File: config.mk
export PLATFORM = sky130hd
export DESIGN_NAME = flash_bulk_erase
export DESIGN_NICKNAME = d
export VERILOG_FILES = /design/src/rtl/fe_pkg.sv /design/src/rtl/fe_sync.sv /design/src/rtl/fe_spi_frame.sv /design/src/rtl/fe_erase_seq.sv /design/src/rtl/flash_bulk_erase.sv
export SDC_FILE = /design/constraint.sdc
export NUM_CORES = 1
export LEC_CHECK = 0
export CORE_UTILIZATION = 40
export DETAILED_ROUTE_END_ITERATION = 12
export DONT_BUFFER_PORTS = 1
export PLACE_DENSITY = 0.62
export SYNTH_ARGS = -nofsm -noshare
export SYNTH_HDL_FRONTEND = slang
export SYNTH_SLANG_ARGS = --single-unit
File: constraint.sdc
create_clock -name clk_i -period 3.1 [get_ports clk_i]
set_input_delay 0.31 -clock clk_i [delete_from_list [all_inputs] [get_ports clk_i]]
set_output_delay 0.31 -clock clk_i [all_outputs]
set_load 0.05 [all_outputs]
File: src/rtl/fe_pkg.sv
package fe_pkg;
  localparam int unsigned CMD_BITS = 8;

  localparam logic [CMD_BITS-1:0] OP_WREN = 8'h06;
  localparam logic [CMD_BITS-1:0] OP_BE   = 8'hC7;
  localparam logic [CMD_BITS-1:0] OP_RDSR = 8'h05;

  typedef enum logic [1:0] {
    SEQ_IDLE  = 2'd0,
    SEQ_ERASE = 2'd1,
    SEQ_HOLD  = 2'd2
  } seq_state_e;

  typedef struct packed {
    logic [2:0] rsvd;
    logic [2:0] bp;
    logic       wel;
    logic       wip;
  } status_t;
endpackage

File: src/rtl/fe_sync.sv
module fe_sync #(
  parameter int unsigned     W       = 1,
  parameter int unsigned     STAGES  = 2,
  parameter logic [W-1:0]    RST_VAL = '0
) (
  input  logic         clk_i,
  input  logic         rst_ni,
  input  logic [W-1:0] d_i,
  output logic [W-1:0] q_o
);
  logic [W-1:0] pipe_q [STAGES];

  for (genvar s = 0; s < STAGES; s++) begin : g_stage
    if (s == 0) begin : g_first
      always_ff @(posedge clk_i or negedge rst_ni) begin
        if (!rst_ni) pipe_q[s] <= RST_VAL;
        else         pipe_q[s] <= d_i;
      end
    end else begin : g_next
      always_ff @(posedge clk_i or negedge rst_ni) begin
        if (!rst_ni) pipe_q[s] <= RST_VAL;
        else         pipe_q[s] <= pipe_q[s-1];
      end
    end
  end

  assign q_o = pipe_q[STAGES-1];
endmodule

File: src/rtl/fe_spi_frame.sv
module fe_spi_frame
  import fe_pkg::*;
(
  input  logic                clk_i,
  input  logic                rst_ni,
  input  logic                cs_n_i,
  input  logic                sck_i,
  input  logic                si_i,
  input  logic [CMD_BITS-1:0] status_i,
  output logic                frame_end_o,
  output logic                exact_o,
  output logic [CMD_BITS-1:0] cmd_o,
  output logic                so_o,
  output logic                so_oe_o
);
  localparam int unsigned CNT_W = $clog2(CMD_BITS + 2);
  localparam int unsigned OUT_W = $clog2(CMD_BITS);
  localparam logic [CNT_W-1:0] CNT_LAST = CNT_W'(CMD_BITS - 1);
  localparam logic [CNT_W-1:0] CNT_FULL = CNT_W'(CMD_BITS);
  localparam logic [CNT_W-1:0] CNT_SAT  = CNT_W'(CMD_BITS + 1);

  logic                sck_q, cs_q;
  logic                sck_rise, sck_fall;
  logic [CNT_W-1:0]    cnt_q;
  logic [CMD_BITS-2:0] in_sr_q;
  logic [CMD_BITS-1:0] cmd_q;
  logic [CMD_BITS-2:0] out_sr_q;
  logic [OUT_W-1:0]    out_cnt_q;
  logic                so_q, oe_q;
  logic                rd_active;

  always_ff @(posedge clk_i or negedge rst_ni) begin
    if (!rst_ni) begin
      sck_q <= 1'b0;
      cs_q  <= 1'b1;
    end else begin
      sck_q <= sck_i;
      cs_q  <= cs_n_i;
    end
  end

  assign sck_rise    = sck_i & ~sck_q & ~cs_n_i;
  assign sck_fall    = ~sck_i & sck_q & ~cs_n_i;
  assign frame_end_o = cs_n_i & ~cs_q;
  assign rd_active   = (cnt_q >= CNT_FULL) && (cmd_q == OP_RDSR);

  // command capture; count saturates one past a full opcode
  always_ff @(posedge clk_i or negedge rst_ni) begin
    if (!rst_ni) begin
      cnt_q   <= '0;
      in_sr_q <= '0;
      cmd_q   <= '0;
    end else if (cs_n_i) begin
      cnt_q   <= '0;
      in_sr_q <= '0;
      cmd_q   <= '0;
    end else if (sck_rise) begin
      if (cnt_q != CNT_SAT) cnt_q <= cnt_q + 1'b1;
      if (cnt_q < CNT_FULL) in_sr_q <= {in_sr_q[CMD_BITS-3:0], si_i};
      if (cnt_q == CNT_LAST) cmd_q <= {in_sr_q, si_i};
    end
  end

  // status shift-out on falling edges, reloaded at every byte boundary
  always_ff @(posedge clk_i or negedge rst_ni) begin
    if (!rst_ni) begin
      out_sr_q  <= '0;
      out_cnt_q <= '0;
      so_q      <= 1'b0;
      oe_q      <= 1'b0;
    end else if (cs_n_i) begin
      out_sr_q  <= '0;
      out_cnt_q <= '0;
      so_q      <= 1'b0;
      oe_q      <= 1'b0;
    end else if (sck_fall && rd_active) begin
      oe_q      <= 1'b1;
      out_cnt_q <= out_cnt_q + 1'b1;
      if (out_cnt_q == '0) begin
        so_q     <= status_i[CMD_BITS-1];
        out_sr_q <= status_i[CMD_BITS-2:0];
      end else begin
        so_q     <= out_sr_q[CMD_BITS-2];
        out_sr_q <= {out_sr_q[CMD_BITS-3:0], 1'b0};
      end
    end
  end

  assign exact_o = (cnt_q == CNT_FULL);
  assign cmd_o   = cmd_q;
  assign so_o    = so_q;
  assign so_oe_o = oe_q;
endmodule

File: src/rtl/fe_erase_seq.sv
module fe_erase_seq
  import fe_pkg::*;
#(
  parameter int unsigned ERASE_CYCLES = 100000
) (
  input  logic clk_i,
  input  logic rst_ni,
  input  logic start_i,
  input  logic done_i,
  output logic busy_o,
  output logic erase_o
);
  localparam int unsigned      TMR_W    = $clog2(ERASE_CYCLES + 1);
  localparam logic [TMR_W-1:0] TMR_LOAD = TMR_W'(ERASE_CYCLES - 1);

  seq_state_e       state_q;
  logic [TMR_W-1:0] tmr_q;
  logic             tmr_zero;

  assign tmr_zero = (tmr_q == '0);

  always_ff @(posedge clk_i or negedge rst_ni) begin
    if (!rst_ni) begin
      state_q <= SEQ_IDLE;
      tmr_q   <= '0;
    end else begin
      unique case (state_q)
        SEQ_IDLE: begin
          if (start_i) begin
            state_q <= SEQ_ERASE;
            tmr_q   <= TMR_LOAD;
          end
        end
        SEQ_ERASE: begin
          if (!tmr_zero) tmr_q <= tmr_q - 1'b1;
          if (done_i) state_q <= tmr_zero ? SEQ_IDLE : SEQ_HOLD;
        end
        SEQ_HOLD: begin
          if (!tmr_zero) tmr_q <= tmr_q - 1'b1;
          else           state_q <= SEQ_IDLE;
        end
        default: state_q <= SEQ_IDLE;
      endcase
    end
  end

  assign busy_o  = (state_q != SEQ_IDLE);
  assign erase_o = (state_q == SEQ_ERASE);
endmodule

File: src/rtl/flash_bulk_erase.sv
module flash_bulk_erase
  import fe_pkg::*;
#(
  parameter int unsigned ERASE_CYCLES = 100000,
  parameter int unsigned SYNC_STAGES  = 2
) (
  input  logic       clk_i,
  input  logic       rst_ni,
  input  logic       cs_ni,
  input  logic       sck_i,
  input  logic       si_i,
  output logic       so_o,
  output logic       so_oe_o,
  input  logic [2:0] bp_i,
  output logic       erase_o,
  input  logic       erase_done_i
);
  logic                cs_n_s, sck_s, si_s;
  logic                frame_end, frame_exact;
  logic [CMD_BITS-1:0] frame_cmd;
  logic                seq_busy;
  logic                wel_q;
  logic                wren_ok, be_ok, cmd_window;
  status_t             status;

  fe_sync #(
    .W      (3),
    .STAGES (SYNC_STAGES),
    .RST_VAL(3'b100)
  ) u_sync (
    .clk_i (clk_i),
    .rst_ni(rst_ni),
    .d_i   ({cs_ni, sck_i, si_i}),
    .q_o   ({cs_n_s, sck_s, si_s})
  );

  always_comb begin
    status      = '0;
    status.bp   = bp_i;
    status.wel  = wel_q;
    status.wip  = seq_busy;
  end

  fe_spi_frame u_frame (
    .clk_i      (clk_i),
    .rst_ni     (rst_ni),
    .cs_n_i     (cs_n_s),
    .sck_i      (sck_s),
    .si_i       (si_s),
    .status_i   (status),
    .frame_end_o(frame_end),
    .exact_o    (frame_exact),
    .cmd_o      (frame_cmd),
    .so_o       (so_o),
    .so_oe_o    (so_oe_o)
  );

  // a command acts only on a clean 8-bit frame while idle
  assign cmd_window = frame_end & frame_exact & ~seq_busy;
  assign wren_ok    = cmd_window & (frame_cmd == OP_WREN);
  assign be_ok      = cmd_window & (frame_cmd == OP_BE) & wel_q & (bp_i == 3'b000);

  always_ff @(posedge clk_i or negedge rst_ni) begin
    if (!rst_ni)      wel_q <= 1'b0;
    else if (be_ok)   wel_q <= 1'b0;
    else if (wren_ok) wel_q <= 1'b1;
  end

  fe_erase_seq #(
    .ERASE_CYCLES(ERASE_CYCLES)
  ) u_seq (
    .clk_i  (clk_i),
    .rst_ni (rst_ni),
    .start_i(be_ok),
    .done_i (erase_done_i),
    .busy_o (seq_busy),
    .erase_o(erase_o)
  );
endmodule

; ---- Yosys cells after proc, flatten, opt, wreduce, memory -nomap -nowiden
; Index checks and enable logic that the tools add are counted.
[op_classes]
eq_ne = 12
reduce_logical = 20
mux = 29
bitwise_logic = 16
add_sub_neg = 3
order_cmp = 2
[ops]
columns = cell, count
row1 = 7-bit 2-to-1 mux, 6
row2 = 17-bit 2-to-1 mux, 2
row3 = 17-bit one-hot mux with 2 select lines, 1
row4 = 8-bit 2-to-1 mux, 3
row5 = 17-bit logical NOT, 1
row6 = 17-bit by 1-bit subtractor with 17-bit output (second input constant), 1
row7 = 8-bit by 3-bit == test with 1-bit output (second input constant), 2
row8 = 2-bit nonzero test, 8
row9 = 4-bit 2-to-1 mux, 3
row10 = 1-bit AND, 11
row11 = 8-bit == test (second input constant), 1
row12 = 2-bit 2-to-1 mux, 4
row13 = 1-bit 2-to-1 mux, 7
row14 = 3-bit logical NOT, 2
row15 = 3-bit 2-to-1 mux, 2
row16 = 2-bit one-hot mux with 3 select lines, 1
row17 = 2-bit AND reduction, 3
row18 = 3-bit AND reduction, 2
row19 = 1-bit inverter, 5
row20 = 4-bit by 1-bit adder with 4-bit output (second input constant), 1
row21 = 4-bit by 3-bit == test with 1-bit output (second input constant), 1
row22 = 4-bit == test (second input constant), 1
row23 = 4-bit greater-or-equal comparator (second input constant), 1
row24 = 4-bit less-than comparator (second input constant), 1
row25 = other kinds (9), 12
[totals]
output_inout_bits = 3
input_bits = 9
regBits = 59
elab_cells = 96

; ---- Depth between registers and ports, before layout
; Gate-level depths: netlist of the first run.
[logic_depth]
word_depth = 9
mapped_depth = 8
mapped_depth_nobuf = 7

; ---- By module
; From an unflattened synthesis of the first run, not the netlist that was laid out.
[unflattened]
cells_unflattened = 326
hier_area_um2 = 3230.6
[by_module_without_submodules]
columns = module, area_per_inst_um2, n_inst, cells_each, seq_area_each_um2
row1 = fe_spi_frame, 1627.8, 1, 158, 827.0
row2 = fe_erase_seq, 1318.8, 1, 148, 475.5
row3 = fe_sync, 175.2, 1, 9, 152.6
row4 = flash_bulk_erase, 108.9, 1, 11, 25.0

; ---- Worst setup path before layout of the first run
; No wires, ideal clock.
[synth_timing]
path_kind = reg2reg
start = reg u_seq.tmr_q[13]
end = reg u_seq.state_q[1]
path_slack_ns = 0.896
path_stages_with_launch = 7
path_buffers = 1
required_ns = 2.979
t_arrival_ns = 2.083
period_less_slack_ns = 2.204
path_cell_list = dfrtp_1 > or4_1 > or3b_1 > or2_1 > buf_6 > a32o_1 > a22o_1
[synth_between]
elab_chain_len = 4
elab_cells_between_ends = 6
classes_between = eq/ne (1) / mux (3) / reduce/logical (2)
[synth_lines]
columns = item, line_no
row1 = "start, declared", fe_erase_seq.sv:17  ; logic [TMR_W-1:0] tmr_q;
row2 = "start signal, assigned", fe_erase_seq.sv:35  ; if (!tmr_zero) tmr_q <= tmr_q - 1'b1;
row3 = "start signal, assigned", fe_erase_seq.sv:39  ; if (!tmr_zero) tmr_q <= tmr_q - 1'b1;
row4 = 17-bit logical NOT *, fe_erase_seq.sv:20  ; assign tmr_zero = (tmr_q == '0);
row5 = 2-bit 2-to-1 mux (2 in a row), fe_erase_seq.sv:36  ; if (done_i) state_q <= tmr_zero ? SEQ_IDLE : SEQ_HOLD;
row6 = 2-bit one-hot mux with 3 select lines, fe_erase_seq.sv:27  ; unique case (state_q)
row7 = "end signal, assigned", fe_erase_seq.sv:36
row8 = "end, declared", fe_erase_seq.sv:16  ; seq_state_e state_q;
; Mark *: on every way between the ends. The rest lies on a longest branch, timed or not. The select of a mux whose other input is x is not followed.
; A chain may end at the register's enable or synchronous reset.

; ---- Worst setup path in the final report of the first run
[layout_timing]
start = reg u_seq.state_q[1]
end = reg u_seq.tmr_q[7]
[layout_between]
elab_chain_len = 8
elab_cells_between_ends = 15
classes_between = eq/ne (4) / mux (1) / bitwise (5) / reduce/logical (5)
[layout_lines]
columns = item, line_no
row1 = 2-bit nonzero test, fe_erase_seq.sv:47  ; assign busy_o = (state_q != SEQ_IDLE);
row2 = 1-bit inverter, flash_bulk_erase.sv:59  ; assign cmd_window = frame_end & frame_exact & ~seq_busy;
row3 = 1-bit AND, flash_bulk_erase.sv:59
row4 = 1-bit AND (3 in a row), flash_bulk_erase.sv:61  ; assign be_ok = cmd_window & (frame_cmd == OP_BE) & wel_q & (bp_i == 3'b000);
row5 = 2-bit inequality test (no line), --
row6 = 3-bit AND reduction (no line), --
; Parallel ways exist; a longest one is shown, timed or not.

==> run summary, run 1 <==
Delay-heaviest family, CP: compound AO/OA/AOI/OAI gates
Met3 GRT Util: 4.38%
Row Count: 31
DRT Wirelength: 5.87 mm
Mapped cell area: 2990 um2
Worst Path Arrival: 2.63 ns
Drt initial violations: 124
Worst Path Max Fanout: 12
Fillers: 701
IO buf count: 0
Met2 usage: 26.4%
Dpl hpwl: 3.91 mm
Yosys Warn Count: 0
Slack of the critical path: 0.686 ns
Die W: 88.4 um
Hold endpoint: u_frame.out_sr_q[3]
Die Height: 88.4 um
Count leader, synth: dfrtp_1
R2R depth: 8
Fin cells: 420
Slew headroom: 35.9%
Top post-synthesis cells by area: dfrtp_1 (47%), o21ai_0 (5.4%), ha_1 (4.6%)
Reg-to-Reg Start: u_seq.state_q[1]
Crit path launch type: flip-flop
CTS H-tree lvls: 3
Final GP Congestion: 0.793
Post-place setup slack: 0.656 ns
Syn-to-layout area delta: 11.7%
Gr ovfl total: 0
Worst Min Path Start: bp_i[1]
Final setup TNS: 0 ns
Max Freq: 414 MHz
Vias: 2261
Outcome: completed
FFs w/ async S/R, synth: 100%
Tightest Pin Transition: 0.950 ns
Setup Skew: 0.0131 ns
Post-DRT Antenna Nets: 0
Synth unique cells: 53
Critical path endpoint category: flip-flop
#FFs+latches synth: 59
Antenna violations before repair: 0
Root Driver: clkbuf_8
Final Max Tran Viols: 0
CTS tree: done
Total power: 1.49 mW
VDD IR max: 191 uV
Vias in the first global route: 2192
Setup violations, final: 0
All-Layer GR Usage: 17.1%
Clock latency at the later pin of the worst-skew pair: 0.34 ns
Worst Path Buf+Inv: 2
Routed len/inst: 14.0 um
First drt pass iteration count: 4
# diodes: 0
Sequential cell area: 1480 um2
I/O pins: 12
Prevailing post-synth register cell: dfrtp_1
Min-Delay Path Class: input pin to flip-flop
DRC viols: 0
MaxCap Viol Count: 0
Fin. Hold Viols: 0
GR peak layer: met2
Multi-input logic area: 1380 um2
Share of cells above drive strength 1: 8.41%
P_leak: 1.45 nW
RSZ-0062 raised after global routing: no
Core footprint: 7210 um2
Mapped Cells: 309
Synth top area share: 46.9%
Synthesized Nets: 329
CP max-delay cell: dfrtp_1
CTS clk-pin slew, worst paths: 0.07 ns
Area leader, netlist: dfrtp_1
Pin count of the biggest net entering global routing: 60
Met1 usage: 22.2%
First-pass GRT wire length: 10.2 mm
Register-to-register setup slack: 0.69 ns
Post-synthesis sequential area ratio: 49.6%
Worst path max stage delay: 0.43 ns
CP required: 3.32 ns
Avg Inst Size Synth: 9.66 um2
Post-cts sizing count: 0
Initial core utilization: 41.4%
Pwr dens: 446 nW/um2
Final nets: 338
Critical path cell sequence: inv_1, ha_1, nand4b_1, nor4_1, a21oi_1, buf_4, o41ai_1, o21ai_1
Placed Instances: 401
Num CTS Buffers: 9
R2R Path End: u_seq.tmr_q[7]
Most common library cells after synthesis: dfrtp_1 (56), o21ai_0 (32), nand2_1 (31)
Final Critical Period: 2.41 ns
Fin crit share: 77.9%
Post-synth EDFFs: 0
Clock tree buffer depth: 2
Die area: 7810 um2
Crit Path Class: flip-flop to flip-flop
Via/cell ratio: 5.38
CTS sink cnt: 59
WHS Path Cells: 2
-- how the worst max path moves through the flow --
stage / endpoint / startpoint / slack, ns / depth (start not counted)
2_1_floorplan: u_seq.state_q[1] / u_seq.tmr_q[13] / 0.90 / 6
4_1_cts: u_seq.tmr_q[7] / u_seq.state_q[1] / 0.65 / 8
6_report: u_seq.tmr_q[7] / u_seq.state_q[1] / 0.69 / 8
3_3_place_gp: u_seq.tmr_q[7] / u_seq.state_q[1] / 0.76 / 8
5_1_grt: u_seq.tmr_q[7] / u_seq.state_q[1] / 0.45 / 8
3_5_place_dp: u_seq.tmr_q[7] / u_seq.state_q[1] / 0.66 / 8
-- worst register-to-register path, stage by stage, from the launching register on --
cell and delay (ns):
dfrtp_1 0.43, inv_1 0.11, ha_1 0.24, nand4b_1 0.15, nor4_1 0.33, a21oi_1 0.33
buf_4 0.28, o41ai_1 0.32, o21ai_1 0.10
-- report_power, final --
group          total (mW)  switching (mW)  leakage (nW)  internal [mW]
clock network       0.619           0.296        0.0843          0.323
registers           0.801          0.0124         0.771          0.788
logic              0.0682          0.0426         0.591         0.0256
-- stage by stage --
stage	hold WS, ns	util (%)	instance area [um2]
finish	0.170	46.2	3340
global route	0.178	46.2	3340
CTS	0.159	46.2	3340
detailed placement	0.0157	43.0	3100
global placement	0.0156	43.0	3100
floorplan	0.0144	-	2990
-- cell families (layout without fill, tap and decap cells) --
kind of cell | after synthesis | in the layout | share of synthesized area [%]
muxes | 7 | 7 | 2.39
DFF | 59 | 59 | 49.6
xor gates and xnor gates | 2 | 2 | 0.587
adders and majority gates | 11 | 11 | 4.61
and+or+nand+nor | 122 | 122 | 22.6
buffers and inverters | 32 | 44 | 4.32
AOI/OAI and AO/OA | 76 | 76 | 15.9
-- timing repair --
action | 4_1_cts | 5_1_grt
buffers inserted | 0 | 0
hold buffers | 5 | 0
hold endpoints to repair | 62 | 0
-- cells in the final DEF (no fill, tap or decap), types with 3 or more instances in the layout --
master,instances
nor2_1,20
ha_1,11
dfstp_2,3
or4_1,3
nor3_1,4
a2bb2oi_1,3
a31oi_1,7
nand3_1,8
nand3b_1,13
nand2b_1,11
a21oi_1,7
dfrtp_1,56
mux2i_1,6
dlygate4sd3_1,4
nor2b_1,3
nor4_1,8
o21ai_0,32
nand4b_1,3
and3_1,5
clkbuf_8,11
inv_1,17
o211ai_1,3
buf_4,7
o21ai_1,6
nand2_1,31
a211o_1,4
-- layout make-up --
cell class	instances	area share, %
Inverter	18	2.03
Multi-Input combinational cell	218	41.3
Timing Repair Buffer	12	3.60
Tap cell	99	3.71
Sequential cell	59	44.4
Clock inverter	2	0.375
Clock buffer	12	4.65
-- metal layers --
metal  up-vias  part of all wire (%)
met5         -                     0
met2        24                    47
met4         0                   2.3
met3        11                   2.7
li1       1130                     -
met1      1096                    48
-- registers in the layout (all words and copies together), names as in the netlist, 2 cells and up --
name               count
u_frame.cnt_q          4
u_frame.out_cnt_q      3
u_sync.pipe_q          3
u_frame.out_sr_q       7
u_frame.cmd_o          8
u_sync.q_o             3
u_frame.in_sr_q        7
u_seq.state_q          2
u_seq.tmr_q           17
No activity file was read; power rests on OpenSTA's default activity.
==> run 2: changes to the inputs <==
PLACE_DENSITY = 0.64   (was 0.62)
clock period = 2.1 ns   (was 3.1 ns; I/O delays follow)
==> run 2 against run 1 <==
  * The run now ends with negative setup slack left
  * Utilization grew 3.8 points
  * Die area unchanged
  * Via count rose by 7.0%
  * First-iteration DRC count up 40%
  * Critical path depth fell by 3
  * Register-to-register slack got worse by 0.73 ns
  * Design area is 8.1% higher
  * Non-clock buffer count up 24
  * Sequential power grew 46%
  * Flip-flop and latch count unchanged
  * Cell count is 6.2% higher
  * Power increased by 59%
==> run summary, run 2 (synthesized netlist as in run 1, its figures left out) <==
Tightest Pin Transition: 0.971 ns (+0.0211 ns)
CTS sink cnt: 59 (unchanged)
Slew headroom: 35.3% (-0.57 points)
All-Layer GR Usage: 17.8% (+0.63 points)
DRC viols: 0 (unchanged)
First drt pass iteration count: 5 (+1)
Worst path max stage delay: 0.54 ns (+0.11 ns)
VDD IR max: 315 uV (+65%)
Critical path cell sequence: or4_4, or3b_4, or2_4, a32o_1, a22o_1
Setup violations, final: 2 (+2)
Antenna violations before repair: 0 (unchanged)
R2R Path End: u_seq.state_q[1]
Failing checks: negative setup slack
Die W: 88.4 um (unchanged)
P_leak: 1.61 nW (+11%)
CTS tree: done
Gr ovfl total: 0 (unchanged)
Max Freq: 467 MHz (+13%)
WHS Path Cells: 2 (unchanged)
Setup Skew: 0.0127 ns (-0.000320 ns)
Outcome: finished, violations left
Worst Min Path Start: bp_i[1]
Worst Path Arrival: 2.38 ns (-0.25 ns)
RSZ-0062 raised after global routing: yes
Clock latency at the later pin of the worst-skew pair: 0.35 ns (about the same)
Total power: 2.37 mW (+59%)
DRT Wirelength: 6.18 mm (+5.3%)
Slack of the critical path: -0.0411 ns (-0.727 ns)
MaxCap Viol Count: 0 (unchanged)
Final GP Congestion: 0.904 (+14%)
Max reg flops: 17 (unchanged)
IO buf count: 0 (unchanged)
Dpl hpwl: 4.23 mm (+8.1%)
Drt initial violations: 174 (+40%)
R2R depth: 5 (-3)
Setup bufs post-CTS: 0 (unchanged)
Post-DRT Antenna Nets: 0 (unchanged)
Num CTS Buffers: 9 (unchanged)
Fin. Hold Viols: 0 (unchanged)
Worst Path Max Fanout: 4 (-8)
Reg-to-Reg Start: u_seq.tmr_q[15]
Net Sw Frac: 24.2% (+0.61 points)
Via/cell ratio: 5.42 (+0.75%)
Post-route core utilization: 50.0% (+3.8 points)
Crit path launch type: flip-flop
Hold endpoint: u_frame.out_sr_q[3]
I/O pins: 12 (unchanged)
Finished Cell Area: 3610 um2 (+8.1%)
CTS H-tree lvls: 3 (unchanged)
Share of cells above drive strength 1: 17.9% (+9.5 points)
Root Driver: clkbuf_8
Final nets: 362 (+7.1%)
Fin crit share: 102% (+24 points)
Final Critical Period: 2.14 ns (-0.273 ns)
First-pass GRT wire length: 10.5 mm (+3.0%)
Critical path endpoint category: flip-flop
CTS clk-pin slew, worst paths: 0.07 ns (about the same)
Internal: 1.80 mW (+58%)
Comb power frac: 5.2% (+0.6 points)
Reg with most FFs: u_seq.tmr_q
Row Count: 31 (unchanged)
Clock tree buffer depth: 2 (unchanged)
# diodes: 0 (unchanged)
CP required: 2.34 ns (-0.98 ns)
Seq pwr share: 49.6% (-4.2 points)
Syn-to-layout area delta: 20.8%
Die area: 7810 um2 (unchanged)
Initial core utilization: 41.4% (unchanged)
Pwr dens: 656 nW/um2 (+47%)
Crit Path Class: flip-flop to flip-flop
Most common cell after layout, fill and taps aside: dfrtp_1
Net Sw Power: 573 uW (+63%)
Final setup TNS: -0.0449 ns (-0.0449 ns)
CP max-delay cell: or4_4
Core footprint: 7210 um2 (unchanged)
Die Height: 88.4 um (unchanged)
Clock network fraction of total power: 45.2% (+3.6 points)
Routed len/inst: 13.8 um (-0.87%)
Post-DP Area: 3290 um2 (+6.0%)
Register-to-register setup slack: -0.04 ns (-0.73 ns)
Vias: 2419 (+7.0%)
Final Max Tran Viols: 0 (unchanged)
Most frequent cells in the layout: dfrtp_1 (56), o21ai_0 (32), nand2_1 (31)
Pin count of the biggest net entering global routing: 60 (unchanged)
Vias in the first global route: 2247 (+2.5%)
Min-Delay Path Class: input pin to flip-flop
run 2: cell count changes in the layout (fill, tap and decap cells not counted), sizes merged:
cell	change
buf	+24
bufinv	+1
clkbuf	-1
clkinv	-1
clkinvlp	+2
inv	+1
run 2: how the worst max path moves through the flow:
stage,from,endpoint,cells after the start,slack [ns]
detailed placement,u_seq.tmr_q[15],u_seq.state_q[1],5,-0.06
global route,u_seq.tmr_q[15],u_seq.state_q[1],5,-0.08
global placement,u_seq.tmr_q[15],u_seq.state_q[1],5,-0.02
floorplan,u_seq.tmr_q[14],u_seq.state_q[1],6,-0.05
CTS,u_seq.tmr_q[15],u_seq.state_q[1],5,-0.03
finish,u_seq.tmr_q[15],u_seq.state_q[1],5,-0.04
run 2: metrics by stage:
step / std cells / hold WS (ns) / setup WS, ns
global placement: 425 / -0.0841 / -0.0209
CTS: 446 / 0.0533 / -0.0333
detailed placement: 425 / -0.0844 / -0.0625
finish: 446 / 0.0611 / -0.0411
floorplan: 309 / -0.0856 / -0.0463
global route: 446 / 0.0667 / -0.0832
run 2: cell type report:
type / count / area, um2
fill: 681 / 3610
sequential: 59 / 1480
multi-input combinational: 218 / 1430
timing repair buffer: 36 / 304
clock buffer: 11 / 141
tap: 99 / 124
inverter: 18 / 67.6
clock inverter: 5 / 61.3
run 2: power groups by stage:
stage / sequential (mW) / clock [mW] / combinational (mW)
floorplan: 1.20 / 0 / 0.0555
global placement: 1.20 / 0 / 0.0853
detailed placement: 1.20 / 0 / 0.0889
CTS: 1.17 / 1.10 / 0.125
global route: 1.18 / 1.15 / 0.141
finish: 1.17 / 1.07 / 0.123
run 2: timing repair:
action,CTS,global route
hold endpoints to repair,62,0
hold buffers,5,0
resized for setup,3,9
setup endpoints to repair,8,15
pin swaps,1,1
run 2: worst max-delay path: cells and delay by family (launching register included):
kind | cells | cell delay (ns)
and+or+nand+nor | 3 | 1.19
AOI/OAI and AO/OA | 2 | 0.47
DFF | 1 | 0.38
run 2: layer usage:
metal | wire, um | track usage, %
met5 | 0 | 0
met4 | 130 | 8.50
met3 | 237 | 4.57
met2 | 2840 | 27.1
met1 | 2960 | 23.6
